File: config.mk
export PLATFORM = sky130hd
export DESIGN_NAME = clkdiv_bank
export DESIGN_NICKNAME = d
export VERILOG_FILES = /design/src/rtl/clkdiv_pkg.sv /design/src/rtl/clkdiv_regfile.sv /design/src/rtl/clkdiv_counter.sv /design/src/rtl/clkdiv_bank.sv
export SDC_FILE = /design/constraint.sdc
export NUM_CORES = 1
export LEC_CHECK = 0
export BUFFER_PORTS_ARGS = -buffer_cell sky130_fd_sc_hd__buf_4
export CAP_MARGIN = 20
export CORE_MARGIN = 1
export CORE_UTILIZATION = 30
export DETAILED_ROUTE_END_ITERATION = 10
export PLACE_DENSITY = 0.42
export REMOVE_ABC_BUFFERS = 1
export SETUP_SLACK_MARGIN = 0.02
export SYNTH_ARGS = -nofsm -noshare
export SYNTH_HDL_FRONTEND = slang
export SYNTH_SLANG_ARGS = --single-unit
File: constraint.sdc
create_clock -name clk -period 3.35 [get_ports clk]
set_clock_uncertainty 0.15 [all_clocks]
set_input_delay 0.67 -clock clk [delete_from_list [all_inputs] [get_ports clk]]
set_output_delay 0.67 -clock clk [all_outputs]
set_load 0.005 [all_outputs]
File: src/rtl/clkdiv_pkg.sv
package clkdiv_pkg;
  localparam int RATIO_W = 5;
  localparam int IDX_PRE = 0;

  // Legal system-divider codes: 0 (div 1), 1 (div 2), 3 (div 4)
  function automatic logic sys_code_ok(input logic [RATIO_W-1:0] code);
    return (code == 5'd0) || (code == 5'd1) || (code == 5'd3);
  endfunction
endpackage

File: src/rtl/clkdiv_regfile.sv
module clkdiv_regfile
  import clkdiv_pkg::*;
#(
  parameter int NUM_SYS = 3,
  parameter int DATA_W  = 16,
  parameter int ADDR_W  = 3,
  parameter int EN_BIT  = 15
) (
  input  logic                       clk,
  input  logic                       rst,
  input  logic                       we,
  input  logic [ADDR_W-1:0]          addr,
  input  logic [DATA_W-1:0]          wdata,
  output logic [DATA_W-1:0]          rdata,
  output logic [NUM_SYS+1:0]         en_o,
  output logic [(NUM_SYS+2)*RATIO_W-1:0] ratio_o
);
  localparam int NUM_DIV = NUM_SYS + 2;
  localparam int IDX_OSC = NUM_SYS + 1;

  logic [NUM_DIV-1:0] en_q;
  logic [RATIO_W-1:0] ratio_q [NUM_DIV];
  logic [RATIO_W-1:0] wcode;

  assign wcode = wdata[RATIO_W-1:0];

  for (genvar i = 0; i < NUM_DIV; i++) begin : g_reg
    localparam bit IS_SYS = (i != IDX_PRE) && (i != IDX_OSC);
    localparam logic RST_EN = (i != IDX_OSC);
    localparam logic [RATIO_W-1:0] RST_RATIO = IS_SYS ? 5'd3 : 5'd0;
    logic hit;
    assign hit = we && (addr == ADDR_W'(i)) && (!IS_SYS || sys_code_ok(wcode));
    always_ff @(posedge clk) begin
      if (rst) begin
        en_q[i]    <= RST_EN;
        ratio_q[i] <= RST_RATIO;
      end else if (hit) begin
        en_q[i]    <= wdata[EN_BIT];
        ratio_q[i] <= wcode;
      end
    end
    assign ratio_o[i*RATIO_W +: RATIO_W] = ratio_q[i];
  end

  assign en_o = en_q;

  always_ff @(posedge clk) begin
    if (rst) begin
      rdata <= '0;
    end else begin
      rdata <= '0;
      for (int k = 0; k < NUM_DIV; k++) begin
        if (addr == ADDR_W'(k)) begin
          rdata[EN_BIT]        <= en_q[k];
          rdata[RATIO_W-1:0]   <= ratio_q[k];
        end
      end
    end
  end
endmodule

File: src/rtl/clkdiv_counter.sv
module clkdiv_counter
  import clkdiv_pkg::*;
(
  input  logic               clk,
  input  logic               rst,
  input  logic               en,
  input  logic [RATIO_W-1:0] ratio,
  input  logic               tick,
  output logic               strobe
);
  logic [RATIO_W-1:0] cnt;
  logic [RATIO_W-1:0] limit;
  logic               run;

  always_ff @(posedge clk) begin
    if (rst || !en) begin
      cnt    <= '0;
      limit  <= '0;
      run    <= 1'b0;
      strobe <= 1'b0;
    end else if (!run) begin
      limit  <= ratio;
      run    <= 1'b1;
      strobe <= 1'b0;
    end else if (tick) begin
      if (cnt == limit) begin
        cnt    <= '0;
        limit  <= ratio;
        strobe <= 1'b1;
      end else begin
        cnt    <= cnt + 1'b1;
        strobe <= 1'b0;
      end
    end else begin
      strobe <= 1'b0;
    end
  end
endmodule

File: src/rtl/clkdiv_bank.sv
module clkdiv_bank
  import clkdiv_pkg::*;
#(
  parameter int NUM_SYS = 3,
  parameter int DATA_W  = 16,
  parameter int ADDR_W  = 3,
  parameter int EN_BIT  = 15
) (
  input  logic                 clk,
  input  logic                 rst,
  input  logic                 pll_sel,
  input  logic                 reg_we,
  input  logic [ADDR_W-1:0]    reg_addr,
  input  logic [DATA_W-1:0]    reg_wdata,
  output logic [DATA_W-1:0]    reg_rdata,
  output logic [NUM_SYS+1:0]   div_out
);
  localparam int NUM_DIV = NUM_SYS + 2;
  localparam int IDX_OSC = NUM_SYS + 1;

  logic [NUM_DIV-1:0]         div_en;
  logic [NUM_DIV*RATIO_W-1:0] div_ratio;
  logic [NUM_DIV-1:0]         tick;

  clkdiv_regfile #(
    .NUM_SYS(NUM_SYS), .DATA_W(DATA_W), .ADDR_W(ADDR_W), .EN_BIT(EN_BIT)
  ) u_regs (
    .clk(clk), .rst(rst), .we(reg_we), .addr(reg_addr), .wdata(reg_wdata),
    .rdata(reg_rdata), .en_o(div_en), .ratio_o(div_ratio)
  );

  for (genvar i = 0; i < NUM_DIV; i++) begin : g_div
    if (i == IDX_PRE || i == IDX_OSC) begin : g_src
      assign tick[i] = 1'b1;
    end else begin : g_mux
      assign tick[i] = pll_sel ? div_out[IDX_PRE] : 1'b1;
    end
    clkdiv_counter u_cnt (
      .clk(clk), .rst(rst), .en(div_en[i]),
      .ratio(div_ratio[i*RATIO_W +: RATIO_W]),
      .tick(tick[i]), .strobe(div_out[i])
    );
  end
endmodule

-- Word level (Yosys, flattened, before mapping)
Memories as Yosys holds them, arrays and structs flattened.
Cells that the tools add are included.
- equal/unequal tests: 19
- reductions and logical operators: 33
- mux-type cells: 61
- bitwise operators: 11
- add/subtract/negate cells: 5
- operators with widths (operator ; count):
    5-bit 2-to-1 mux ; 28
    1-bit 2-to-1 mux ; 33
    5-bit by 1-bit adder with 5-bit output, second input constant ; 5
    5-bit == test ; 5
    2-bit inequality test, second input constant ; 7
    2-bit AND reduction ; 6
    3-bit OR reduction ; 3
    1-bit logical AND ; 8
    1-bit logical OR ; 7
    3-bit by 2-bit == test with 1-bit output, second input constant ; 2
    1-bit inverter ; 6
    5-bit by 1-bit == test with 1-bit output, second input constant ; 1
    5-bit by 2-bit == test with 1-bit output, second input constant ; 1
    1-bit logical NOT ; 5
    5-bit logical NOT ; 1
    1-bit OR ; 5
    2-bit OR reduction ; 2
    3-bit by 1-bit == test with 1-bit output, second input constant ; 1
    3-bit == test, second input constant ; 1
    3-bit logical NOT ; 1
    2-bit by 1-bit inequality test with 1-bit output, second input constant ; 1
- memories: 1
- memory bits (writable): 25
- bits of input ports: 23
- register bits after elaboration: 81
- logic and storage cells: 157
- memories (memory ; words ; bits a word ; read ports ; clocked after memory_dff ; write ports ; line ; source):
    u_regs.ratio_q ; 5 ; 5 ; 5 ; 0 ; 5 ; clkdiv_regfile.sv:22 ; logic [RATIO_W-1:0] ratio_q [NUM_DIV];

-- Depth between registers and ports, before layout
Gate-level depths: netlist of run 1.
- depth after elaboration: 8
- depth in mapped cells: 6
- mapped depth without buffers: 5

-- Cells and area by module
From an unflattened synthesis of run 1, not the netlist that was laid out.
- cell total of the unflattened synthesis: 478
- area, all modules: 4598.2 µm²
- modules (own cells, without submodules) (module ; cells an instance ; instances ; area each (µm²)):
    clkdiv_counter ; 66 ; 5 ; 573.0
    clkdiv_regfile ; 146 ; 1 ; 1722.9
    clkdiv_bank ; 2 ; 1 ; 10.0

-- Least setup slack after synthesis of run 1
No wires, ideal clock.
- kind: input-to-reg
- from: input reg_addr[0]
- to: memory u_regs.ratio_q[2][0] (enable)
- arrival: 1.385 ns
- slack: 1.499 ns
- stages on the path: 4
- path buffers: 1
- setup time: 0.316 ns
- path through: buf_2 > nor3b_2 > nand3_1 > nand2b_1
- RTL lines (item ; line ; source):
    start: declaration ; clkdiv_bank.sv:13 ; input logic [ADDR_W-1:0] reg_addr,
    end: declaration ; clkdiv_regfile.sv:22 ;

-- Worst setup path in the final report of run 1
- from: input pll_sel
- to: register g_div[3].u_cnt.cnt[3]
- word-level cells in the longest chain between the ends: 2
- RTL lines (item ; line ; source):
    start: declaration ; clkdiv_bank.sv:11 ; input logic pll_sel,
    1-bit 2-to-1 mux ; clkdiv_bank.sv:36 ; assign tick[i] = pll_sel ? div_out[IDX_PRE] : 1'b1;
    2-bit AND reduction (no source line) ; - ;
    end signal: assignment ; clkdiv_counter.sv:31 ; cnt <= cnt + 1'b1;
    end: declaration ; clkdiv_counter.sv:11 ; logic [RATIO_W-1:0] cnt;
Every way passes these cells.
A chain may end at the register's enable or synchronous reset.

==> results of run 1 <==
## flip-flops by register name, indices dropped and copies added, names as in the netlist
name and count:
u_regs.en_o 5, g_div.u_cnt.limit 25, u_regs.ratio_q 25, g_div.u_cnt.cnt 25
g_div.u_cnt.run 5, u_regs.rdata 6, g_div.u_cnt.strobe 5
## final cells by class
class                   instances  area [sq um]  area share [%]
clock inverters                 4         52.55           1.052
repair buffers                 23         172.7           3.456
flip-flops and latches         96          2172           43.48
well taps                     180         225.2           4.508
multi-input cells             303          2024           40.52
clock buffers                  12         300.3           6.011
inverters                      13         48.80          0.9767
## logic make-up after synthesis
group	Yosys count	share of synthesized area [%]
XOR/XNOR	40	8.190
flip-flops	96	49.71
adder cells (fa/ha/maj)	5	1.432
AO/OA/AOI/OAI	39	6.787
other	1	0.08583
buffers and inverters	43	5.498
AND/OR/NAND/NOR	168	19.16
multiplexers	32	9.135
## path summary, 6_finish.rpt
kind,start,endpoint,slack (ns),depth (start not counted)
max,pll_sel,g_div[3].u_cnt.cnt[3],1.39,5
min,g_div[4].u_cnt.limit[4],g_div[4].u_cnt.limit[4],0.32,2
max reg2reg,g_div[0].u_cnt.strobe,g_div[3].u_cnt.cnt[3],1.40,4
min reg2reg,g_div[4].u_cnt.limit[4],g_div[4].u_cnt.limit[4],0.32,2
## critical path, delay by kind of cell
| kind | cells | cell delay, ns |
|---|---|---|
| and+or+nand+nor | 3 | 0.81 |
| buffers and inverters | 1 | 0.11 |
| AOI/OAI and AO/OA | 1 | 0.45 |
## cell usage in the layout, fill, tap and decap left out, drive strengths merged, types with 3 or more instances in the layout
cell type and n:
nand2 72, dfxtp 71, nor2 27, mux2i 26, edfxtp 25, buf 23
xor2 21, conb 19, xnor2 19, and2 16, inv 14, clkbuf 12
nand2b 11, nand3 10, nand4 10, a21oi 8, nor4 7, a22oi 6
mux4 6, ha 5, nor3 4, o2111ai 4, nor3b 3, o31ai 3
a211o 3, o31a 3, and3 3, a31o 3, a211oi 3
## metal layers
metal / GRT usage (%) / wire (um) / vias to the layer above / part of all wire, %
met4: 6.174 / 212 / 0 / 2.5
met1: 16.57 / 4227 / 1319 / 49
met2: 19.66 / 3864 / 45 / 45
li1: - / - / 1478 / -
met3: 4.647 / 337 / 13 / 3.9
met5: 0 / 0 / - / 0
## report_power, final
| group | total, W | internal, W | leakage, nW | switching (W) |
|---|---|---|---|---|
| Sequential | 0.00131 | 0.00126 | 0.825 | 0.0000540 |
| Combinational | 0.000274 | 0.000119 | 0.939 | 0.000155 |
| Clock | 0.00117 | 0.000717 | 0.175 | 0.000455 |
## through the flow
stage | util [%] | area, sq um | setup WS [ns] | hold WS (ns)
2_1_floorplan | - | 4245 | 1.510 | 0.2995
3_3_place_gp | 33.07 | 4643 | 1.013 | 0.3142
3_5_place_dp | 33.07 | 4643 | 1.011 | 0.3160
4_1_cts | 35.58 | 4996 | 1.384 | 0.3273
5_1_grt | 35.58 | 4996 | 1.125 | 0.3398
6_report | 35.58 | 4996 | 1.391 | 0.3204
==> flow_summary.toml, run 1 <==
[routing]
drtPass1Iterations = 4
drc = 0
antenna_left = 0
drt_wl_total_um = 8641
wl_per_cell_um = 13.69
num_vias = 2855
drt_first_iter_violations = 129
viasPerCell = 4.525

[synth]
synth_common_cells = "72 x nand2_1, 71 x dfxtp_1, 27 x nor2_1"
yosys.area.top_type = "dfxtp_1"
syn_area_per_cell_sq_um = 10.30
async_flop_share_pct = 0
synth_top_area_share_pct = 32.53
ys_top_cells_by_area = "dfxtp_1 33%, edfxtp_1 17%, nand2_1 6.2%"
yosys_warnings = 0
ys_types = 46
ys_ff_latch = 96
synthFlopType = "dfxtp_1"
synthCells = 424
synth_edf_count = 25
seq_area_frac_synth_pct = 49.71
synth_most_common_cell = "nand2_1"
syn_area_sq_mm = 0.004369

[worst_setup_path]
critical_path_required_ns = 3.43
worstPathCellList = "buf_4, nand2b_1, nand2_1, o31ai_1, nor2_1"
crit_slowest_cell = "nand2b_1"
path_max_fanout = 17
path_class = "input pin to register"
crit_arrival_ns = 2.04
slowest_delay_ns = 0.48
critical_path.startpoint_type = "input pin"
worstSetupEndpointType = "register"

[floorplan]
dieWidth_um = 122.7
core_sq_mm = 0.01404
die_h_um = 122.7
start_util_pct = 31.11
row_count = 43
die_area_sq_mm = 0.01505
ios = 44

[min_path]
hold_path.class = "register to register"

[power_and_ir_drop]
power.density_mw_per_mm2 = 552.3
finalPower_w = 0.002759
ir_drop_mv = 0.2478
p_leak_nw = 1.939

[timing]
fin_tns_setup_ns = 0
final_hold_viol_count = 0
fin_crit_sh_pct = 58.48
fmax_mhz = 510.5
timing.final.crit_period_ns = 1.959
slew_headroom_pct = 42.51
finalSetupViolCount = 0
rsz0062_at_grt = "false"
worst_slew_pin_slew_ns = 0.8592
drv_slew = 0

[layout]
syn2layout_area_growth_pct = 14.35
num-fill-cells = 1437
nets = 474
drive_gt1_share_pct = 12.42
final_cells = 631
antennaDiodeCount = 0

[global_route]
antenna_found_initial = 0
grt_max_degree = 26
grt_pass1_wl_um = 14500
grt_overflow_total = 0
grt_pass1_vias = 2824
grt.total_usage_pct = 13.06

[run_status]
status = "complete, no violations"

[clocking]
cts-root-buf = "clkbuf_16"
tritoncts = "done"
cts_buffers = 9
htreeDepth = 3
cts_resized = 0
cts.sinks = 96
post_cts_buffers = 0
hold_buffers = 0
cts_max_path_buffers = 2
clkLatencyLatePin_ns = 0.35
clkTransAtPathRegs_ns = 0.07

[placed_design]
dp_hpwl_um = 6418
placed_cells = 615
portBuffers = 23
gp_congestion = 0.7397

[flow_run]
max-cap-violations = 0
Note: power is estimated with default switching activity, not from simulation.
==> run 2, diff against run 1 <==
- PLACE_DENSITY: 0.42 -> 0.44
- clock period: 3.35 -> 1.7 ns (I/O delays scaled with it)
==> run 2 against run 1 <==
  * Core utilization up 1.6 points
  * Critical path depth down 1
  * Clock-buffer cell count down 2
  * Highest routed layer unchanged
  * Hold slack worse by 0.22 ns
  * Sequential power up 97%
  * Clock power up 79%
==> flow_summary.toml, run 2 (same netlist as run 1, synthesis figures left out) <==
[routing]
drc = 0
wl_per_cell_um = 13.28
antenna_left = 0
num_vias = 2959
drtPass1Iterations = 4
drt_first_iter_violations = 140
drt_wl_total_um = 8775
viasPerCell = 4.477

[timing]
drv_slew = 0
timing.final.crit_period_ns = 1.568
whs_ns = 0.09589
rsz0062_at_grt = "false"
finalWorstSetupSlack_ns = 0.1324
final_hold_viol_count = 0
fmax_mhz = 637.9
fin_crit_sh_pct = 92.21
finalSetupViolCount = 0

[worst_setup_path]
worstSetupEndpointType = "register"
critical_path_required_ns = 1.78
crit-reg2reg-launch = "g_div[3].u_cnt.cnt[1]"
crit_family = "compound AO/OA/AOI/OAI gates"
crit_arrival_ns = 1.64
slowest_delay_ns = 0.44
worstPathCellList = "xnor2_1, nand3_2, o31a_1, mux2i_1"
rr_endpoint = "g_div[3].u_cnt.limit[3]"
crit_buf_inv = 0
path_max_fanout = 5
worst_r2r_path_depth = 4
ff2ff_setup_slack_ns = 0.13
critical_path.startpoint_type = "register"
crit_slowest_cell = "o31a_1"
path_class = "register to register"

[layout]
antennaDiodeCount = 0
drive_gt1_share_pct = 18.92
final_area_sq_mm = 0.005220
nets = 504
final_common_cell = "nand2_1"
num-fill-cells = 1427
syn2layout_area_growth_pct = 19.47
reg.largest.list = "g_div.u_cnt.cnt x25, g_div.u_cnt.limit x25, u_regs.ratio_q x25"
layout_common_cells = "72 x nand2_1, 69 x dfxtp_1, 52 x buf_4"

[power_and_ir_drop]
p_leak_nw = 2.073
ir_drop_mv = 0.4875
power.density_mw_per_mm2 = 1022

[clocking]
cts.sinks = 96
htreeDepth = 3
clkTransAtPathRegs_ns = 0.06
post_cts_buffers = 0
cts-root-buf = "clkbuf_16"
clkLatencyLatePin_ns = 0.35
cts_buffers = 9
cts_max_path_buffers = 2
tritoncts = "done"

[run_status]
status = "complete, no violations"

[floorplan]
start_util_pct = 31.11
row_count = 43
ios = 44
die_h_um = 122.7
dieWidth_um = 122.7
core_sq_mm = 0.01404
die_area_sq_mm = 0.01505

[min_path]
min_from = "reg_wdata[15]"
min_to = "u_regs.en_o[4]"
hold_path.class = "input pin to register"
hold_depth = 3

[placed_design]
portBuffers = 23
gp_congestion = 0.7580
dp_hpwl_um = 6587
place_area_sq_mm = 0.004881
dp_slack_ns = -0.03422

[global_route]
grt_max_degree = 26
grt_pass1_wl_um = 14350
antenna_found_initial = 0
grt_pass1_vias = 2836
grt_overflow_total = 0
grt.total_usage_pct = 12.82

[flow_run]
max-cap-violations = 0
==> run 2: cell types whose count changed in the layout (fill, tap and decap cells not counted), moves of 2 or more <==
cell | previous run | this run
clkbuf_16 | 12 | 10
clkinvlp_4 | 0 | 3
buf_4 | 23 | 52
dfxtp_2 | 0 | 2
dfxtp_1 | 71 | 69
==> run 2: final cells by class <==
cell class / instances / area (sq um) / area share [%]
Clock inverter: 6 / 66.31 / 1.270
Clock buffer: 10 / 250.2 / 4.794
Tap cell: 180 / 225.2 / 4.314
Multi-Input combinational cell: 303 / 2044 / 39.17
Inverter: 13 / 48.80 / 0.9348
Timing Repair Buffer: 53 / 410.4 / 7.862
Sequential cell: 96 / 2175 / 41.66
==> run 2: timing repair <==
item | 4_1_cts | 5_1_grt
endpoints found under the setup margin | 0 | 19
resized for setup | 0 | 6
hold buffers | 0 | 0
==> run 2: worst max path at each step <==
stage	from	endpoint	slack (ns)	cells after the start
after floorplan	g_div[0].u_cnt.strobe	g_div[3].u_cnt.cnt[2]	0.13	4
after global placement	reg_wdata[3]	u_regs.ratio_q[1][2]	-0.02	5
after detailed placement	reg_wdata[3]	u_regs.ratio_q[3][3]	-0.03	5
after CTS	g_div[0].u_cnt.strobe	g_div[2].u_cnt.cnt[4]	0.04	5
after global routing	g_div[3].u_cnt.cnt[1]	g_div[3].u_cnt.limit[0]	0.02	4
final	g_div[3].u_cnt.cnt[1]	g_div[3].u_cnt.limit[3]	0.13	4
==> run 2: layer usage <==
| metal | vias to the layer above | wire, um | GRT usage [%] | share of wire (%) |
|---|---|---|---|---|
| met4 | 0 | 185 | 7.088 | 2.1 |
| li1 | 1540 | - | - | - |
| met2 | 47 | 3954 | 20.08 | 45 |
| met1 | 1361 | 4371 | 16.67 | 50 |
| met5 | - | 0 | 0 | 0 |
| met3 | 11 | 263 | 2.230 | 3.0 |
==> run 2: where the power goes <==
part           total (W)  leakage, nW  switching (W)  internal (W)
Combinational   0.000647         1.10       0.000340      0.000307
Clock            0.00210        0.146       0.000877       0.00123
Sequential       0.00258        0.826       0.000102       0.00248
Total            0.00534         2.07        0.00132       0.00402
==> run 2: worst register-to-register path, cell delays in order (launching register included) <==
cell and delay, ns:
dfxtp_1 0.40, xnor2_1 0.16, nand3_2 0.15, o31a_1 0.44, mux2i_1 0.15
==> run 2: per-stage QoR <==
stage,util (%),power [W],std cells,TNS (ns)
2_1_floorplan,-,0.002987,412,0
3_3_place_gp,34.76,0.003263,645,-0.1717
3_5_place_dp,34.76,0.003271,645,-0.3422
4_1_cts,37.01,0.005422,661,0
5_1_grt,37.17,0.005593,661,0
6_report,37.17,0.005336,661,0
==> run 3, diff against run 2 <==
- CORE_UTILIZATION: 30 -> 51
- PLACE_DENSITY: 0.44 -> 0.66
- clock period: 1.7 -> 1.8 ns (I/O delays scaled with it)
==> run 3 against run 2 <==
  * Sequential share of layout area grew 3.4 points
  * Worst setup slack better by 0.043 ns
  * Die area is 41% lower
  * Hold slack better by 0.0059 ns
  * Clock-buffer cell count increased by 4
  * Non-clock buffer count down 18
  * Clock power is 42% lower
  * Critical path type unchanged
  * Largest cell class unchanged
==> flow_summary.toml, run 3 (same netlist as run 1, synthesis figures left out) <==
[run_status]
status = "complete, no violations"

[layout]
syn2layout_area_growth_pct = 10.34
reg.largest.list = "g_div.u_cnt.cnt x25, g_div.u_cnt.limit x25, u_regs.ratio_q x25"
final_common_cell = "nand2_1"
layout_common_cells = "72 x nand2_1, 71 x dfxtp_1, 34 x buf_4"
final_area_sq_mm = 0.004821
final_cells = 567
num-fill-cells = 747
drive_gt1_share_pct = 14.07
nets = 486
antennaDiodeCount = 0

[placed_design]
placed_cells = 552
gp_congestion = 0.8200
portBuffers = 23
dp_hpwl_um = 5967
place_area_sq_mm = 0.004652

[timing]
fin_tns_setup_ns = 0
timing.final.crit_period_ns = 1.625
drv_slew = 0
fin_crit_sh_pct = 90.28
finalSetupViolCount = 0
slew_headroom_pct = 64.05
fmax_mhz = 615.4
worst_slew_pin_slew_ns = 0.5372
final_hold_viol_count = 0
rsz0062_at_grt = "false"

[worst_setup_path]
path_max_fanout = 5
crit_buf_inv = 0
slowest_delay_ns = 0.43
ff2ff_setup_slack_ns = 0.18
critical_path_required_ns = 1.88
crit_slowest_cell = "dfxtp_1"
worstPathCellList = "xnor2_1, nand4_2, o31a_1, mux2i_1"
crit_arrival_ns = 1.70
path_class = "register to register"
worstSetupEndpointType = "register"
critical_path.startpoint_type = "register"
crit_family = "flip-flops"

[floorplan]
start_util_pct = 52.91
ios = 44
dieWidth_um = 94.56
die_area_sq_mm = 0.008942
core_sq_mm = 0.008258
die_h_um = 94.56
row_count = 33

[routing]
drt_wl_total_um = 7860
drc = 0
antenna_left = 0
wl_per_cell_um = 13.86
drtPass1Iterations = 4
num_vias = 2921
viasPerCell = 5.152
drt_first_iter_violations = 133

[power_and_ir_drop]
ir_drop_mv = 0.4826
power.density_mw_per_mm2 = 869.3
p_leak_nw = 1.913
finalPower_w = 0.004191

[clocking]
cts_resized = 0
tritoncts = "done"
clkTransAtPathRegs_ns = 0.09
cts-root-buf = "clkbuf_8"
cts_max_path_buffers = 2
cts.sinks = 96
post_cts_buffers = 0
cts_buffers = 9
htreeDepth = 3
hold_buffers = 0
clkLatencyLatePin_ns = 0.35

[global_route]
grt_pass1_vias = 2850
antenna_found_initial = 0
grt_max_degree = 21
grt_overflow_total = 0
grt_pass1_wl_um = 13280
grt.total_usage_pct = 19.56

[min_path]
hold_path.class = "input pin to register"

[flow_run]
max-cap-violations = 0
-- run 3: cell count changes in the layout (fill, tap and decap cells not counted), moves of 2 or more --
cell / delta
clkbuf_8: +10
clkinvlp_4: -3
clkbuf_16: -10
dfxtp_1: +2
clkbuf_1: +4
buf_4: -18
dfxtp_2: -2
-- run 3: cell type report --
cell class / instances / area (sq um) / share of cell area (%)
repair buffers: 35 / 275.3 / 5.710
flip-flops and latches: 96 / 2172 / 45.06
clock inverters: 1 / 6.256 / 0.1298
multi-input cells: 303 / 2034 / 42.20
inverters: 13 / 48.80 / 1.012
clock buffers: 14 / 152.6 / 3.166
well taps: 105 / 131.4 / 2.725
-- run 3: where the power goes --
group / internal [W] / switching [W] / leakage, nW
clock: 0.000537 / 0.000677 / 0.0811
sequential: 0.00234 / 0.0000998 / 0.825
combinational: 0.000244 / 0.000292 / 1.01
total: 0.00312 / 0.00107 / 1.91
-- run 3: routing by layer --
metal,track usage [%],wire (um),up-vias
met1,25.04,3683,1379
met4,7.197,76,0
met3,4.267,210,8
met2,32.43,3890,35
li1,-,-,1499
met5,0,0,-
-- run 3: metrics by stage --
stage,hold slack (ns),setup WS (ns),utilization (%)
3_3_place_gp,0.3099,0.02624,56.33
4_1_cts,0.08753,0.1671,58.26
5_1_grt,0.1227,0.04072,58.38
3_5_place_dp,0.3180,0.01002,56.33
6_report,0.1018,0.1750,58.38
2_1_floorplan,0.2824,0.2320,-
-- run 3: worst paths after layout --
kind,start,cells after the start,end
setup / recovery,g_div[2].u_cnt.cnt[0],4,g_div[2].u_cnt.limit[3]
hold / removal,reg_wdata[15],3,u_regs.en_o[4]
setup reg to reg,g_div[2].u_cnt.cnt[0],4,g_div[2].u_cnt.limit[3]
hold reg to reg,g_div[2].u_cnt.limit[0],2,g_div[2].u_cnt.limit[0]
-- run 3: worst min-delay path: stages --
cell and delay, ns:
buf_4 0.09, mux2i_1 0.06, nor2_1 0.07
